**config.mk**
```make
export PLATFORM = sky130hd
export DESIGN_NAME = alu4_dec_disp
export DESIGN_NICKNAME = d
export VERILOG_FILES = /design/src/rtl/alu4_pkg.sv /design/src/rtl/alu4_core.sv /design/src/rtl/alu4_fmt.sv /design/src/rtl/alu4_seg.sv /design/src/rtl/alu4_dec_disp.sv
export SDC_FILE = /design/constraint.sdc
export NUM_CORES = 1
export LEC_CHECK = 0
export BUFFER_PORTS_ARGS = -buffer_cell sky130_fd_sc_hd__buf_2
export CAP_MARGIN = 10
export CORE_MARGIN = 2
export CORE_UTILIZATION = 45
export DETAILED_ROUTE_END_ITERATION = 10
export PLACE_DENSITY_LB_ADDON = 0.1
export SYNTH_ARGS = -nofsm -noshare
export SYNTH_HDL_FRONTEND = slang
export SYNTH_SLANG_ARGS = --single-unit
```
**constraint.sdc**
```tcl
create_clock -name vclk -period 4.92
set_clock_uncertainty 0.15 [all_clocks]
set_input_delay 0.492 -clock vclk [all_inputs]
set_output_delay 0.492 -clock vclk [all_outputs]
set_load 0.01 [all_outputs]
```
**src/rtl/alu4_pkg.sv**
```systemverilog
package alu4_pkg;

  typedef enum logic [2:0] {
    OP_AND, OP_OR, OP_XOR, OP_NOT, OP_ADD, OP_SUB, OP_RSV
  } alu_op_e;

  typedef enum logic [1:0] {
    DK_BLANK, DK_HEX, DK_MINUS
  } disp_kind_e;

  typedef struct packed {
    disp_kind_e  kind;
    logic [3:0]  val;
  } disp_dig_t;

  function automatic alu_op_e decode_op(input logic mode, input logic [1:0] sel);
    alu_op_e o;
    if (!mode) begin
      case (sel)
        2'b00:   o = OP_AND;
        2'b01:   o = OP_OR;
        2'b10:   o = OP_XOR;
        default: o = OP_NOT;
      endcase
    end else begin
      case (sel)
        2'b00:   o = OP_ADD;
        2'b01:   o = OP_SUB;
        default: o = OP_RSV;
      endcase
    end
    return o;
  endfunction

  function automatic logic is_logic_op(input alu_op_e o);
    return (o == OP_AND) || (o == OP_OR) || (o == OP_XOR) || (o == OP_NOT);
  endfunction

endpackage

```
**src/rtl/alu4_core.sv**
```systemverilog
module alu4_core
  import alu4_pkg::*;
#(
  parameter int W = 4
) (
  input  logic [W-1:0] a,
  input  logic [W-1:0] b,
  input  alu_op_e      op,
  output logic [W-1:0] y,
  output logic         carry,
  output logic         neg
);
  logic         sub;
  logic [W-1:0] bx;
  logic [W-1:0] s;
  logic [W:0]   c;

  assign sub  = (op == OP_SUB);
  assign bx   = b ^ {W{sub}};
  assign c[0] = sub;

  for (genvar i = 0; i < W; i++) begin : g_fa
    assign s[i]   = a[i] ^ bx[i] ^ c[i];
    assign c[i+1] = (a[i] & bx[i]) | (c[i] & (a[i] ^ bx[i]));
  end

  always_comb begin
    unique case (op)
      OP_AND:  y = a & b;
      OP_OR:   y = a | b;
      OP_XOR:  y = a ^ b;
      OP_NOT:  y = ~a;
      OP_ADD:  y = s;
      OP_SUB:  y = s;
      default: y = '0;
    endcase
  end

  assign carry = (op == OP_ADD) & c[W];
  assign neg   = sub & ~c[W];

  // ripple chain matches a wide addition
  always_comb begin
    if (op == OP_ADD)
      a_r3_add_sum: assert ({carry, y} == ({1'b0, a} + {1'b0, b}));
  end

  // borrow from the chain agrees with an unsigned compare
  always_comb begin
    if (op == OP_SUB)
      a_r8_borrow_cmp: assert (neg == (a < b));
  end

  // subtraction never raises the carry flag
  always_comb begin
    if (op != OP_ADD)
      a_r4_no_overflow: assert (!carry);
  end
endmodule

```
**src/rtl/alu4_fmt.sv**
```systemverilog
module alu4_fmt
  import alu4_pkg::*;
#(
  parameter int W = 4
) (
  input  alu_op_e      op,
  input  logic [W-1:0] y,
  input  logic         neg,
  output disp_dig_t    hi,
  output disp_dig_t    lo
);
  localparam logic [W-1:0] TEN = W'(10);

  logic [W-1:0] mag;
  assign mag = -y;

  always_comb begin
    hi = '{kind: DK_BLANK, val: 4'd0};
    lo = '{kind: DK_BLANK, val: 4'd0};
    if (is_logic_op(op)) begin
      lo = '{kind: DK_HEX, val: 4'(y)};
    end else if (op == OP_ADD || op == OP_SUB) begin
      if (neg) begin
        hi = '{kind: DK_MINUS, val: 4'd0};
        lo = '{kind: DK_HEX, val: 4'(mag)};
      end else if (y >= TEN) begin
        hi = '{kind: DK_HEX, val: 4'd1};
        lo = '{kind: DK_HEX, val: 4'(y - TEN)};
      end else begin
        lo = '{kind: DK_HEX, val: 4'(y)};
      end
    end
  end

  // non-negative arithmetic keeps the ones digit decimal
  always_comb begin
    if ((op == OP_ADD || op == OP_SUB) && !neg)
      a_r7_decimal_ones: assert (lo.val < 4'd10);
  end

  // negative results show a sign and a magnitude that cancels y
  always_comb begin
    if (neg)
      a_r8_minus_mag: assert (hi.kind == DK_MINUS && W'(lo.val + 4'(y)) == '0);
  end

  // logic results never light the second display
  always_comb begin
    if (is_logic_op(op))
      a_r6_hi_dark: assert (hi.kind == DK_BLANK);
  end
endmodule

```
**src/rtl/alu4_seg.sv**
```systemverilog
module alu4_seg
  import alu4_pkg::*;
(
  input  disp_dig_t  d,
  output logic [6:0] seg
);
  logic [6:0] hexpat;

  always_comb begin
    case (d.val)
      4'h0: hexpat = 7'h3F;
      4'h1: hexpat = 7'h06;
      4'h2: hexpat = 7'h5B;
      4'h3: hexpat = 7'h4F;
      4'h4: hexpat = 7'h66;
      4'h5: hexpat = 7'h6D;
      4'h6: hexpat = 7'h7D;
      4'h7: hexpat = 7'h07;
      4'h8: hexpat = 7'h7F;
      4'h9: hexpat = 7'h6F;
      4'hA: hexpat = 7'h77;
      4'hB: hexpat = 7'h7C;
      4'hC: hexpat = 7'h39;
      4'hD: hexpat = 7'h5E;
      4'hE: hexpat = 7'h79;
      default: hexpat = 7'h71;
    endcase
  end

  always_comb begin
    case (d.kind)
      DK_HEX:   seg = hexpat;
      DK_MINUS: seg = 7'b1000000;
      default:  seg = 7'b0000000;
    endcase
  end

  // a minus lights exactly one segment, a digit lights at least two
  always_comb begin
    if (d.kind == DK_MINUS)
      a_r9_minus_single: assert ($countones(seg) == 1 && seg[6]);
    if (d.kind == DK_HEX)
      a_r9_digit_lit: assert ($countones(seg) >= 2);
  end
endmodule

```
**src/rtl/alu4_dec_disp.sv**
```systemverilog
module alu4_dec_disp
  import alu4_pkg::*;
#(
  parameter int W = 4
) (
  input  logic [W-1:0] op_a,
  input  logic [W-1:0] op_b,
  input  logic         arith_mode,
  input  logic [1:0]   op_sel,
  output logic [W-1:0] result,
  output logic         carry_flag,
  output logic [6:0]   seg_lo,
  output logic [6:0]   seg_hi
);
  alu_op_e   op;
  logic      neg;
  disp_dig_t dig_hi;
  disp_dig_t dig_lo;

  assign op = decode_op(arith_mode, op_sel);

  alu4_core #(.W(W)) u_core (
    .a(op_a), .b(op_b), .op(op), .y(result), .carry(carry_flag), .neg(neg)
  );

  alu4_fmt #(.W(W)) u_fmt (
    .op(op), .y(result), .neg(neg), .hi(dig_hi), .lo(dig_lo)
  );

  alu4_seg u_seg_lo (.d(dig_lo), .seg(seg_lo));
  alu4_seg u_seg_hi (.d(dig_hi), .seg(seg_hi));

  // reserved arithmetic codes leave every output quiet
  always_comb begin
    if (arith_mode && op_sel[1])
      a_r5_reserved_quiet: assert (result == '0 && !carry_flag && seg_lo == '0 && seg_hi == '0);
  end
endmodule

```
== After elaboration in Yosys (flattened, before gate mapping) ==
Memories as Yosys holds them, arrays and structs flattened.
Index checks and enable logic that the tools add are counted.
Cells by class
  $add $sub $neg: 2
  reduce and logical (&&, ||, !) cells: 7
  eq/ne operators: 11
  muxes and demuxes: 14
  order comparisons: 1
  bitwise gates (word level): 28
Operator list (count)
  2-to-1 mux 6 bit: 6
  case mux 7 bit (2 select lines): 2
  case mux 4 bit (5 select lines): 1
  bitwise AND 1 bit: 10
  bitwise XOR 1 bit: 8
  bitwise XOR 4 bit: 2
  == test 2 x 1 -> 1 bit, second input constant: 3
  == test 2 bit, second input constant: 3
  == test 3 x 2 -> 1 bit, second input constant: 2
  == test 3 bit, second input constant: 2
  case mux 2 bit (3 select lines): 1
  2-to-1 mux 5 bit: 1
  bitwise AND 4 bit: 1
  greater-or-equal comparator 4 bit, second input constant: 1
  logical OR 1 bit: 4
  2-to-1 mux 4 bit: 1
  negation 4 bit: 1
  NOT 4 bit: 1
  bitwise OR 1 bit: 4
  bitwise OR 4 bit: 1
  case mux 2 bit (2 select lines): 1
  subtractor 4 bit, second input constant: 1
  == test 3 x 1 -> 1 bit, second input constant: 1
  logical NOT 3 bit: 1
  other kinds (4): 4
Storage, ports and cells
  memory bits (read-only): 224
  word-level logic and storage cells: 65
  flip-flop bits (word level): 0
  memories kept: 2
  output and inout port bits: 19
  input port bits: 11
Memories
  (name not given): words 16, bits a word 7, rd ports 1, clocked after Yosys merged registers in 0, wr ports 0, line alu4_seg.sv:10  | case (d.val)
  (name not given): words 16, bits a word 7, rd ports 1, clocked after Yosys merged registers in 0, wr ports 0, line alu4_seg.sv:10

== Depth between registers and ports, before layout ==
Gate-level depths: netlist of the first run.
  word-level depth: 21
  mapped depth: 18
  depth with buffers taken out: 16

== Hierarchy ==
From an unflattened synthesis of the first run, not the netlist that was laid out.
Second synthesis, totals
  cells, all modules: 179
  area total of the unflattened synthesis: 1361.3 um^2
By module, submodules not included
  alu4_core: instances 1, seq. area each 0.0 um^2, area an instance 411.6 um^2, cells an instance 54
  alu4_seg at u_seg_hi: instances 1, seq. area each 0.0 um^2, area an instance 335.3 um^2, cells an instance 41
  alu4_seg at u_seg_lo: instances 1, seq. area each 0.0 um^2, area an instance 312.8 um^2, cells an instance 43
  alu4_fmt: instances 1, seq. area each 0.0 um^2, area an instance 286.5 um^2, cells an instance 39
  alu4_dec_disp: instances 1, seq. area each 0.0 um^2, area an instance 15.0 um^2, cells an instance 2

== Least setup slack after synthesis of the first run ==
OpenSTA, ideal clock, no wires.
  kind: input to output
  start: input op_sel[1]
  end: output seg_lo[0]
  slack: 0.145 ns
  required time: 4.278 ns
  path buffers: 1
  stages: 16
  data arrival time: 4.133 ns
  cell sequence: buf_2 -> nor2b_1 -> nand2_1 -> xnor2_1 -> fa_1 -> fa_1 -> fa_1 -> inv_1 -> a32oi_1 -> nand2_1 -> o211ai_1 -> and3_1 -> inv_2 -> ha_1 -> or3b_2 -> nand4_1
Between the ends
  word-level cells in the longest chain between the ends: 21
  elaborated cells on any way between the ends: 52
  classes of those cells: add/sub (2); order compare (1); eq/ne (9); mux (9); bitwise (23); reduce/logical (7); memory (1)
RTL lines
  from (decl): line alu4_dec_disp.sv:9  | input logic [1:0] op_sel,
  == test 2 bit (tied with other cells): line alu4_pkg.sv:19  | case (sel)
  case mux 2 bit (3 select lines) or case mux 2 bit (2 select lines) (tied branches): line alu4_pkg.sv:19, alu4_pkg.sv:26
  2-to-1 mux 3 bit *: line alu4_pkg.sv:18  | if (!mode) begin
  == test 3 bit: line alu4_core.sv:18, alu4_core.sv:28
  bitwise XOR 4 bit: line alu4_core.sv:19  | assign bx = b ^ {W{sub}};
  bitwise XOR 1 bit: line alu4_core.sv:24  | assign c[i+1] = (a[i] & bx[i]) | (c[i] & (a[i] ^ bx[i]));
  bitwise AND 1 bit: line alu4_core.sv:24
  bitwise OR 1 bit: line alu4_core.sv:24
  [6 not listed]
  via result[3]: line alu4_dec_disp.sv:10  | output logic [W-1:0] result,
  subtractor 4 bit or greater-or-equal comparator 4 bit (tied branches): line alu4_fmt.sv:28, alu4_fmt.sv:26
  2-to-1 mux 4 bit: line alu4_fmt.sv:26  | end else if (y >= TEN) begin
  2-to-1 mux 6 bit: line alu4_fmt.sv:23  | if (neg) begin
  2-to-1 mux 6 bit: line alu4_fmt.sv:22  | end else if (op == OP_ADD || op == OP_SUB) begin
  2-to-1 mux 6 bit *: line alu4_fmt.sv:20  | if (is_logic_op(op)) begin
  memory (16 x 7 bit) *
  case mux 7 bit (2 select lines) *: line alu4_seg.sv:31  | case (d.kind)
  to (decl): line alu4_dec_disp.sv:12  | output logic [6:0] seg_lo,
Mark *: on every way through the listed nets, which the timed path passes. The rest lies on a longest branch.

== Worst setup path after layout of the first run ==
  start: input op_sel[1]
  end: output seg_lo[0]
Between the ends
  word-level cells in the longest chain between the ends: 21
  elaborated cells on any way between the ends: 52
  classes of those cells: add/sub (2); order compare (1); eq/ne (9); mux (9); bitwise (23); reduce/logical (7); memory (1)
RTL lines
  == test 2 bit (tied with other cells): line alu4_pkg.sv:19
  case mux 2 bit (3 select lines) or case mux 2 bit (2 select lines) (tied branches): line alu4_pkg.sv:19, alu4_pkg.sv:26
  2-to-1 mux 3 bit *: line alu4_pkg.sv:18
  == test 3 bit: line alu4_core.sv:18, alu4_core.sv:28, alu4_fmt.sv:22
  bitwise XOR 4 bit: line alu4_core.sv:19
  bitwise XOR 1 bit: line alu4_core.sv:23, alu4_core.sv:24
  bitwise AND 1 bit: line alu4_core.sv:24
  bitwise OR 1 bit: line alu4_core.sv:24
  [5 not listed]
  case mux 4 bit (5 select lines) or bitwise OR 1 bit (tied branches): line alu4_core.sv:28, alu4_core.sv:24
  subtractor 4 bit (tied with other cells): line alu4_fmt.sv:28  | lo = '{kind: DK_HEX, val: 4'(y - TEN)};
  2-to-1 mux 4 bit or bitwise AND 1 bit (tied branches): line alu4_fmt.sv:26, alu4_core.sv:40
  2-to-1 mux 6 bit: line alu4_fmt.sv:23
  2-to-1 mux 6 bit: line alu4_fmt.sv:22
  2-to-1 mux 6 bit *: line alu4_fmt.sv:20
  memory (16 x 7 bit)
  case mux 7 bit (2 select lines) *: line alu4_seg.sv:31
Mark *: on every way between the ends. The rest lies on a longest branch, timed or not.

==> tab_implementation.tex, run 1 <==
\begin{tabular}{lr}
\hline
Metric & Value \\
\hline
\multicolumn{2}{l}{\textbf{Finish}} \\
\quad Sequential cell count & 0 \\
\quad Number of cells in the finished layout apart from fillers & between 150 and 200 \\
\quad Finished Cell Area & approximately 1200 um2 \\
\quad Net count, final & roughly 190 \\
\quad Commonest non-fill, non-tap cell in the layout & buf\_2 \\
\quad Antenna cell count & 0 \\
\quad Filler Cells Inserted & approximately 230 \\
\quad Highest-count cells in the layout ignoring fill and taps & 26 x buf\_2, 18 x inv\_1, 17 x ha\_1 \\
\quad Area growth syn-to-layout & 18.2\% \\
\quad Proportion of layout cells with a drive suffix above 1 & 31.1\% \\
\quad Count of clock buffers in the final design & 0 \\
\quad Sequential cell area & 0 um2 \\
\multicolumn{2}{l}{\textbf{Timing}} \\
\quad Number of hold-slack violations in the final timing report & 0 \\
\quad Achievable Freq & about 210 MHz \\
\quad Tightest hold margin & roughly 1.3 ns \\
\quad Final count of negative-setup-slack endpoints & 0 \\
\quad Setup repair after global routing missed its margin & no \\
\quad Worst relative slew slack & between 60\% and 70\% \\
\quad Count of pins over their slew limit & 0 \\
\quad Post-route fraction of the period consumed by the critical path & about 96\% \\
\quad Setup slack after layout & $\sim$0.19 ns \\
\quad Worst Tran Pin Value & 0.530 ns \\
\quad Time the final worst path needs with I/O delays and setup & between 4 and 5 ns \\
\quad Setup Total Neg Slack & 0 ns \\
\multicolumn{2}{l}{\textbf{GRT}} \\
\quad Total congestion overflow after global routing & 0 \\
\quad Met3 usage in global routing & 0\% \\
\quad Met1 demand-to-capacity share in global routing & approximately a quarter \\
\quad Wire length of the first global-routing pass & $\sim$4200 um \\
\quad Met2 track demand over resource & between 30\% and 40\% \\
\quad Number of global-route vias before repair & 938 \\
\quad Layer with the highest usage & met2 \\
\quad Largest net degree at the start of global routing & 16 \\
\quad GRT Overall Usage & between 15 and 20\% \\
\quad Number of antenna violations at the first check in global routing & 0 \\
\multicolumn{2}{l}{\textbf{Synthesis}} \\
\quad Mean post-synth cell area & roughly 7.7 um2 \\
\quad Post-Syn Instances & roughly 140 \\
\quad Synth cell types & 51 \\
\quad Cell Area, Synth & $\sim$1000 um2 \\
\quad Share of the yosys chip area belonging to registers & 0\% \\
\quad Total number of yosys warnings & 0 \\
\multicolumn{2}{l}{\textbf{Floorplanning}} \\
\quad Die Area & between 2000 and 3000 um2 \\
\quad Core Region & $\sim$2200 um2 \\
\quad Die height & 52.2 um \\
\quad Number of cell rows & 17 \\
\quad Horizontal extent of the die & roughly 52 um \\
\quad Initial Util & between 40\% and 50\% \\
\quad Top Ports & 30 \\
\multicolumn{2}{l}{\textbf{Power and ir drop}} \\
\quad Power density over the cells & 177 nW/um2 \\
\quad LEAKAGE & $\sim$0.64 nW \\
\quad Worst IR drop on VDD & between 0.0001 and 0.00015 V \\
\multicolumn{2}{l}{\textbf{Placed design}} \\
\quad Post-placement cell area & approximately 1200 um2 \\
\quad Gp weighted congestion & about 0.85 \\
\quad Pre-CTS WS & between 0.1 and 0.15 ns \\
\quad Post-detailed-placement half-perimeter wirelength & 1980 um \\
\quad Post-placement cell count & about 190 \\
\quad Quantity of I/O buffers inserted on ports & 26 \\
\multicolumn{2}{l}{\textbf{Route}} \\
\quad Routed wire length per instance & 12.8 um \\
\quad First DRT Iteration DRCs & 38 \\
\quad Count of nets left with antenna violations after detail routing & 0 \\
\quad Via count normalized by instance count & between 5 and 6 \\
\quad Total via count after detailed routing & 1020 \\
\quad Detailed-route DRC error count & 0 \\
\quad Number of detailed-route iterations in the first pass & 4 \\
\quad Post-Route WL & around 2400 um \\
\multicolumn{2}{l}{\textbf{Min path}} \\
\quad Path type of the worst min-delay path & in -> out \\
\multicolumn{2}{l}{\textbf{Worst setup path}} \\
\quad Element type at the critical path start & primary input \\
\quad Nature of the critical path endpoint & output port \\
\quad Critical path arrival & approximately 4.1 ns \\
\quad CP required & between 4 and 5 ns \\
\quad Critical-path maximum fanout & 6 \\
\quad Crit path kind & in -> out \\
\multicolumn{2}{l}{\textbf{Outcome}} \\
\quad Result of the run & completed \\
\multicolumn{2}{l}{\textbf{CTS}} \\
\quad Number of buffers added to fix hold violations after cts & 0 \\
\multicolumn{2}{l}{\textbf{Run}} \\
\quad Number of max-cap violations & 0 \\
\hline
\end{tabular}
## per-layer routing
layer / wire, um / vias up
li1: - / 519
met1: 1060 / 476
met2: 1250 / 25
met3: 118 / 0
met4: 0 / 0
met5: 0 / -
## what timing repair did
action | CTS | global route
setup endpoints to repair | 0 | 6
setup buffers | 0 | 1
endpoints found under the hold margin | 0 | 0
gates resized for setup | 0 | 6
## cell type report
class                      count  area (um2)  share of cell area [%]
inverter                      20        75.1                    6.07
multi-input combinational    107         923                    74.7
tap                           28        35.0                    2.83
timing repair buffer          34         203                    16.4
## critical path: stages
cell     delay (ns)
buf_2          0.11
nor2b_2        0.13
nand2_2        0.10
xnor2_1        0.15
fa_1           0.41
fa_1           0.39
fa_1           0.54
inv_1          0.08
a32oi_2        0.20
buf_4          0.16
a21oi_1        0.07
a31oi_2        0.21
o41ai_4        0.15
buf_12         0.17
or4_1          0.48
nand4_1        0.10
buf_2          0.13
## final timing paths
path  slack [ns]  startpoint  cells past startpoint          to
max         0.19   op_sel[1]                     17   seg_lo[0]
min         1.32   op_sel[0]                      4  carry_flag
## synth_stat cells, types with 2 or more instances
| library cell | instances | area (um2) |
|---|---|---|
| ha_1 | 17 | 213 |
| nand2b_1 | 2 | 12.5 |
| nand3b_1 | 2 | 15.0 |
| mux2i_1 | 5 | 50.1 |
| o31ai_1 | 4 | 30.0 |
| xnor2_1 | 3 | 26.3 |
| buf_4 | 6 | 45.0 |
| nand3_1 | 4 | 20.0 |
| fa_1 | 3 | 60.1 |
| a21oi_1 | 7 | 35.0 |
| buf_2 | 3 | 15.0 |
| inv_1 | 18 | 67.6 |
| buf_6 | 2 | 22.5 |
| nand2_1 | 11 | 41.3 |
| o21a_1 | 2 | 15.0 |
| a31oi_1 | 2 | 12.5 |
| nor3_1 | 2 | 10.0 |
| inv_2 | 2 | 7.51 |
| mux2_1 | 2 | 22.5 |
| nor2_1 | 7 | 26.3 |
## stage by stage
| stage | power, mW | util [%] |
|---|---|---|
| finish | 0.219 | 55.9 |
| global route | 0.243 | 55.9 |
| CTS | 0.206 | 53.9 |
| detailed placement | 0.205 | 53.9 |
| global placement | 0.202 | 53.9 |
| floorplan | 0.154 | - |
## power breakdown
group          internal, mW  switching, mW
logic                0.0988          0.120
clock network             0              0
registers                 0              0
total                0.0988          0.120
## kinds of logic (layout without fill, tap and decap cells)
family	after synthesis	after routing	share of synthesized area [%]
other cells	1	4	0.359
buf+inv	31	54	15.1
mux	8	8	9.09
compound gates	31	31	25.1
xor+xnor	3	3	2.51
simple gates	41	41	21.8
fa+ha+maj	20	20	26.1
Power figures use the tool's default switching activity.
==> inputs of run 2 (changes only) <==
--- a/config.mk
+++ b/config.mk
@@ -5,7 +5,7 @@
 export SDC_FILE = /design/constraint.sdc
 export NUM_CORES = 1
 export LEC_CHECK = 0
-export BUFFER_PORTS_ARGS = -buffer_cell sky130_fd_sc_hd__buf_2
+export BUFFER_PORTS_ARGS = -buffer_cell sky130_fd_sc_hd__clkbuf_2
 export CAP_MARGIN = 10
 export CORE_MARGIN = 2
 export CORE_UTILIZATION = 45
==> run 2 against run 1 <==
Sequential cell count stayed put. First-iteration DRC count down 58%. Core utilization is 0.85 points lower. Power down 3.4%. Combinational power is 4% lower. Critical path depth did not move. Final cell count grew 0.53%.
==> tab_implementation.tex, run 2 (synthesis results as in run 1) <==
\begin{tabular}{lr}
\hline
Metric & Value \\
\hline
\multicolumn{2}{l}{\textbf{Route}} \\
\quad Total via count after detailed routing & 992 (-2.7\%) \\
\quad Routed wire length per instance & 12.3 um (-3.9\%) \\
\quad Post-Route WL & 2340 um (-3.3\%) \\
\quad Detailed-route DRC error count & 0 (unchanged) \\
\quad Number of detailed-route iterations in the first pass & 4 (unchanged) \\
\quad Via count normalized by instance count & 5.22 (-3.3\%) \\
\quad First DRT Iteration DRCs & 16 (-58\%) \\
\quad Count of nets left with antenna violations after detail routing & 0 (unchanged) \\
\multicolumn{2}{l}{\textbf{Finish}} \\
\quad Net count, final & 195 (+0.52\%) \\
\quad Highest-count cells in the layout ignoring fill and taps & 26 x clkbuf\_2, 18 x inv\_1, 17 x ha\_1 \\
\quad Sequential cell area & 0 um2 (unchanged) \\
\quad Number of cells in the finished layout apart from fillers & 190 (+0.53\%) \\
\quad Count of clock buffers in the final design & 0 (unchanged) \\
\quad Sequential cell count & 0 (unchanged) \\
\quad Area growth syn-to-layout & 16.4\% \\
\quad Proportion of layout cells with a drive suffix above 1 & 30.2\% (-0.81 points) \\
\quad Finished Cell Area & 1220 um2 (-1.5\%) \\
\quad Antenna cell count & 0 (unchanged) \\
\quad Commonest non-fill, non-tap cell in the layout & clkbuf\_2 \\
\quad Post-layout utilization of the core & 55.0\% (-0.85 points) \\
\multicolumn{2}{l}{\textbf{Timing}} \\
\quad Final count of negative-setup-slack endpoints & 0 (unchanged) \\
\quad Post-route fraction of the period consumed by the critical path & 94.7\% (-1.5 points) \\
\quad Number of hold-slack violations in the final timing report & 0 (unchanged) \\
\quad Setup repair after global routing missed its margin & no \\
\quad Count of pins over their slew limit & 0 (unchanged) \\
\quad Time the final worst path needs with I/O delays and setup & 4.66 ns (-0.0748 ns) \\
\quad Achievable Freq & 215 MHz (+1.6\%) \\
\quad Setup Total Neg Slack & 0 ns (unchanged) \\
\quad Setup slack after layout & 0.262 ns (+0.0748 ns) \\
\multicolumn{2}{l}{\textbf{Power and ir drop}} \\
\quad LEAKAGE & 0.645 nW (about the same) \\
\quad Power density over the cells & 173 nW/um2 (-1.9\%) \\
\quad Worst IR drop on VDD & 0.0000831 V (-19\%) \\
\multicolumn{2}{l}{\textbf{Worst setup path}} \\
\quad CP required & 4.28 ns (about the same) \\
\quad Critical-path maximum fanout & 5 (-1) \\
\quad Critical path arrival & 4.02 ns (-0.07 ns) \\
\quad Element type at the critical path start & primary input \\
\quad Critical path startpoint & arith\_mode \\
\quad Crit path kind & in -> out \\
\quad Nature of the critical path endpoint & output port \\
\multicolumn{2}{l}{\textbf{Placed design}} \\
\quad Gp weighted congestion & 0.848 (about the same) \\
\quad Quantity of I/O buffers inserted on ports & 26 (unchanged) \\
\quad Post-placement cell area & 1200 um2 (+0.63\%) \\
\quad Pre-CTS WS & 0.0998 ns (-0.0123 ns) \\
\quad Post-detailed-placement half-perimeter wirelength & 1990 um (+0.95\%) \\
\quad Post-placement cell count & 189 (+0.53\%) \\
\multicolumn{2}{l}{\textbf{GRT}} \\
\quad Total congestion overflow after global routing & 0 (unchanged) \\
\quad Largest net degree at the start of global routing & 16 (unchanged) \\
\quad GRT Overall Usage & 19.3\% (-0.37 points) \\
\quad Number of global-route vias before repair & 907 (-3.3\%) \\
\quad Wire length of the first global-routing pass & 4130 um (-2.8\%) \\
\quad Number of antenna violations at the first check in global routing & 0 (unchanged) \\
\multicolumn{2}{l}{\textbf{Floorplanning}} \\
\quad Core Region & 2210 um2 (unchanged) \\
\quad Die height & 52.2 um (unchanged) \\
\quad Initial Util & 47.3\% (unchanged) \\
\quad Die Area & 2730 um2 (unchanged) \\
\quad Horizontal extent of the die & 52.2 um (unchanged) \\
\quad Top Ports & 30 (unchanged) \\
\quad Number of cell rows & 17 (unchanged) \\
\multicolumn{2}{l}{\textbf{Run}} \\
\quad Number of max-cap violations & 0 (unchanged) \\
\multicolumn{2}{l}{\textbf{Min path}} \\
\quad Number of instances on the worst hold path & 4 (unchanged) \\
\quad Worst Hold Launch & op\_sel[0] \\
\quad Path type of the worst min-delay path & in -> out \\
\quad Hold Crit Endpoint & carry\_flag \\
\multicolumn{2}{l}{\textbf{Outcome}} \\
\quad Result of the run & completed \\
\hline
\end{tabular}
## run 2: cell type report
type	instances	area [um2]
timing repair buffer	35	198
fill	236	995
multi-input combinational	107	910
tap	28	35.0
inverter	20	75.1
## run 2: repair_timing
item | in CTS | in global routing
gates resized for setup | 0 | 4
setup endpoints to repair | 0 | 4
hold buffers | 0 | 0
buffers inserted | 0 | 1
## run 2: worst max-delay path by stage
| stage | endpoint | slack, ns | cells past startpoint |
|---|---|---|---|
| 2_1_floorplan | seg_lo[0] | 0.14 | 16 |
| 3_3_place_gp | seg_lo[0] | 0.20 | 15 |
| 3_5_place_dp | seg_lo[0] | 0.1 | 17 |
| 4_1_cts | seg_lo[0] | 0.09 | 17 |
| 5_1_grt | seg_lo[0] | 0.06 | 17 |
| 6_report | seg_lo[0] | 0.26 | 17 |
## run 2: critical path: stages
cell	delay, ns
clkbuf_2	0.08
nor2b_2	0.16
nand2_2	0.11
xnor2_1	0.15
fa_1	0.40
fa_1	0.38
fa_1	0.53
inv_1	0.06
a32oi_1	0.20
nand2_1	0.10
o211ai_1	0.13
and3_4	0.25
inv_2	0.06
ha_1	0.21
or3b_2	0.47
nand4_1	0.09
clkbuf_2	0.13
## run 2: metal layers
metal	track usage [%]	part of all wire (%)	vias up
met5	0	0	-
met4	0.855	0	0
met3	0	2.3	0
met2	36.3	50	20
met1	25.9	47	454
li1	-	-	518
## run 2: report_power, final
group          internal, mW  switching [mW]
registers                 0               0
logic                0.0949           0.116
clock network             0               0
## run 2: stage by stage
| step | power [mW] | hold slack [ns] |
|---|---|---|
| finish | 0.211 | 1.30 |
| detailed placement | 0.207 | 1.30 |
| global placement | 0.205 | 1.30 |
| floorplan | 0.154 | 1.05 |
| global route | 0.237 | 1.35 |
| CTS | 0.208 | 1.30 |
==> inputs of run 3 (changes only) <==
--- a/config.mk
+++ b/config.mk
@@ -7,10 +7,10 @@
 export LEC_CHECK = 0
 export BUFFER_PORTS_ARGS = -buffer_cell sky130_fd_sc_hd__clkbuf_2
 export CAP_MARGIN = 10
-export CORE_MARGIN = 2
 export CORE_UTILIZATION = 45
 export DETAILED_ROUTE_END_ITERATION = 10
 export PLACE_DENSITY_LB_ADDON = 0.1
+export RECOVER_POWER = 100
 export SYNTH_ARGS = -nofsm -noshare
 export SYNTH_HDL_FRONTEND = slang
 export SYNTH_SLANG_ARGS = --single-unit
==> run 3 against run 2 <==
Global-route usage increased by 1.1 points. Fmax down 0.83%. Non-clock buffer count decreased by 1. Critical path depth fell by 1. Final area is 1.7% lower. Core utilization fell by 0.44 points. Critical path type unchanged. Critical endpoint is now seg_lo[4]. Largest cell class unchanged.
==> tab_implementation.tex, run 3 (synthesis results as in run 1) <==
\begin{tabular}{lr}
\hline
Metric & Value \\
\hline
\multicolumn{2}{l}{\textbf{Timing}} \\
\quad Final count of negative-setup-slack endpoints & 0 (unchanged) \\
\quad Achievable Freq & 213 MHz (-0.83\%) \\
\quad Number of hold-slack violations in the final timing report & 0 (unchanged) \\
\quad Tightest hold margin & 1.31 ns (+0.00432 ns) \\
\quad Time the final worst path needs with I/O delays and setup & 4.70 ns (+0.0391 ns) \\
\quad Setup slack after layout & 0.223 ns (-0.0391 ns) \\
\quad Count of pins over their slew limit & 0 (unchanged) \\
\quad Setup repair after global routing missed its margin & no \\
\quad Worst Tran Pin Value & between 0.4 and 0.5 ns \\
\quad Post-route fraction of the period consumed by the critical path & 95.5\% (+0.79 points) \\
\quad Worst relative slew slack & between 60 and 70\% \\
\quad Setup Total Neg Slack & 0 ns (unchanged) \\
\multicolumn{2}{l}{\textbf{Placed design}} \\
\quad Gp weighted congestion & 0.829 (-2.3\%) \\
\quad Post-detailed-placement half-perimeter wirelength & 2000 um (+0.40\%) \\
\quad Post-placement cell count & 188 (-0.53\%) \\
\quad Post-placement cell area & 1190 um2 (-0.63\%) \\
\quad Pre-CTS WS & 0.0759 ns (-0.0239 ns) \\
\quad Quantity of I/O buffers inserted on ports & 26 (unchanged) \\
\multicolumn{2}{l}{\textbf{Route}} \\
\quad Total via count after detailed routing & 1025 (+3.3\%) \\
\quad Number of detailed-route iterations in the first pass & 4 (unchanged) \\
\quad Post-Route WL & 2440 um (+4.3\%) \\
\quad Detailed-route DRC error count & 0 (unchanged) \\
\quad Via count normalized by instance count & 5.42 (+3.9\%) \\
\quad Count of nets left with antenna violations after detail routing & 0 (unchanged) \\
\quad Routed wire length per instance & 12.9 um (+4.9\%) \\
\quad First DRT Iteration DRCs & 24 (+8) \\
\multicolumn{2}{l}{\textbf{Finish}} \\
\quad Finished Cell Area & 1200 um2 (-1.7\%) \\
\quad Commonest non-fill, non-tap cell in the layout & clkbuf\_2 \\
\quad Highest-count cells in the layout ignoring fill and taps & 22 x clkbuf\_2, 18 x inv\_1, 17 x ha\_1 \\
\quad Count of clock buffers in the final design & 0 (unchanged) \\
\quad Number of cells in the finished layout apart from fillers & 189 (-0.53\%) \\
\quad Proportion of layout cells with a drive suffix above 1 & 26.7\% (-3.5 points) \\
\quad Antenna cell count & 0 (unchanged) \\
\quad Net count, final & 194 (-0.51\%) \\
\quad Area growth syn-to-layout & 14.4\% \\
\quad Sequential cell count & 0 (unchanged) \\
\quad Sequential cell area & 0 um2 (unchanged) \\
\quad Filler Cells Inserted & 238 (+0.85\%) \\
\multicolumn{2}{l}{\textbf{Power and ir drop}} \\
\quad Reported net switching power & 0.119 mW (+2.1\%) \\
\quad Clock network fraction of design power & 0\% (unchanged) \\
\quad Worst IR drop on VDD & 0.0000827 V (-0.42\%) \\
\quad Power density over the cells & 174 nW/um2 (+0.51\%) \\
\quad Int Power & 0.0897 mW (-5.4\%) \\
\quad Switching power as a share of total power & 57.0\% (+1.9 points) \\
\quad Combinational group share of total power & 100.0\% (about the same) \\
\quad Sequential Power Share & 0\% (unchanged) \\
\quad LEAKAGE & 0.615 nW (-4.7\%) \\
\multicolumn{2}{l}{\textbf{Worst setup path}} \\
\quad CP required & 4.28 ns (about the same) \\
\quad CP endpoint & seg\_lo[4] \\
\quad Crit path kind & in -> out \\
\quad Critical path arrival & 4.06 ns (+0.04 ns) \\
\quad Nature of the critical path endpoint & output port \\
\quad Element type at the critical path start & primary input \\
\quad Critical-path maximum fanout & 9 (+4) \\
\quad Critical path startpoint & arith\_mode \\
\multicolumn{2}{l}{\textbf{GRT}} \\
\quad Wire length of the first global-routing pass & 4170 um (+1.2\%) \\
\quad GRT Overall Usage & 20.4\% (+1.1 points) \\
\quad Number of antenna violations at the first check in global routing & 0 (unchanged) \\
\quad Largest net degree at the start of global routing & 16 (unchanged) \\
\quad Number of global-route vias before repair & 995 (+9.7\%) \\
\quad Total congestion overflow after global routing & 0 (unchanged) \\
\multicolumn{2}{l}{\textbf{Floorplanning}} \\
\quad Die Area & 2520 um2 (-7.5\%) \\
\quad Die height & 50.2 um (-3.8\%) \\
\quad Horizontal extent of the die & 50.2 um (-3.8\%) \\
\quad Number of cell rows & 17 (unchanged) \\
\quad Core Region & 2190 um2 (-0.96\%) \\
\quad Top Ports & 30 (unchanged) \\
\quad Initial Util & 47.7\% (+0.46 points) \\
\multicolumn{2}{l}{\textbf{Outcome}} \\
\quad Result of the run & completed \\
\multicolumn{2}{l}{\textbf{Run}} \\
\quad Number of max-cap violations & 0 (unchanged) \\
\multicolumn{2}{l}{\textbf{Min path}} \\
\quad Path type of the worst min-delay path & in -> out \\
\hline
\end{tabular}
run 3: cell count changes in the layout (fill, tap and decap cells not counted), sizes merged:
| cell | before | now |
|---|---|---|
| clkinv | 0 | 1 |
| clkbuf | 26 | 28 |
| inv | 20 | 19 |
| buf | 9 | 6 |
run 3: area by class of cell:
cell class	count	area (um2)	share of cell area, %
multi-input combinational	107	908	75.9
timing repair buffer	34	178	14.9
inverter	20	75.1	6.28
tap	28	35.0	2.93
run 3: metal layers:
layer | wire length (um) | global-route usage, % | vias to the layer above
met5 | 0 | 0 | -
met4 | 0 | 1.90 | 0
met3 | 80 | 0.303 | 0
met2 | 1320 | 42.2 | 27
met1 | 1050 | 23.1 | 478
li1 | - | - | 520
run 3: how the worst min path moves through the flow:
stage	start	endpoint	slack, ns	cells past startpoint
3_5_place_dp	op_sel[0]	carry_flag	1.31	4
6_report	op_sel[0]	carry_flag	1.31	4
4_1_cts	op_sel[0]	carry_flag	1.31	4
5_1_grt	op_sel[0]	carry_flag	1.36	4
3_3_place_gp	op_sel[0]	carry_flag	1.30	4
2_1_floorplan	op_sel[0]	carry_flag	1.05	2
run 3: timing repair:
action | CTS | global route
setup buffers | 0 | 1
endpoints found under the setup margin | 0 | 7
gates resized for setup | 0 | 6
hold buffers | 0 | 0
run 3: power groups by stage:
| stage | registers, mW | logic [mW] | clock network, mW |
|---|---|---|---|
| after floorplan | 0 | 0.154 | 0 |
| after global placement | 0 | 0.202 | 0 |
| after detailed placement | 0 | 0.205 | 0 |
| after CTS | 0 | 0.206 | 0 |
| after global routing | 0 | 0.231 | 0 |
| final | 0 | 0.209 | 0 |
run 3: stage by stage:
step                      power (mW)  util (%)
after floorplan                0.154         -
after global placement         0.202      54.4
after detailed placement       0.205      54.4
after CTS                      0.206      54.4
after global routing           0.231      54.6
final                          0.209      54.6
run 3: critical path, cell delays in order:
cell and delay, ns:
clkbuf_2 0.09, nor2b_2 0.16, nand2_2 0.11, xnor2_1 0.15
fa_1 0.41, fa_2 0.36, fa_1 0.56, inv_1 0.07
a32oi_2 0.20, buf_4 0.15, a31oi_1 0.10, o41ai_2 0.43
clkbuf_2 0.32, mux2i_1 0.21, a21oi_1 0.08, clkbuf_2 0.14
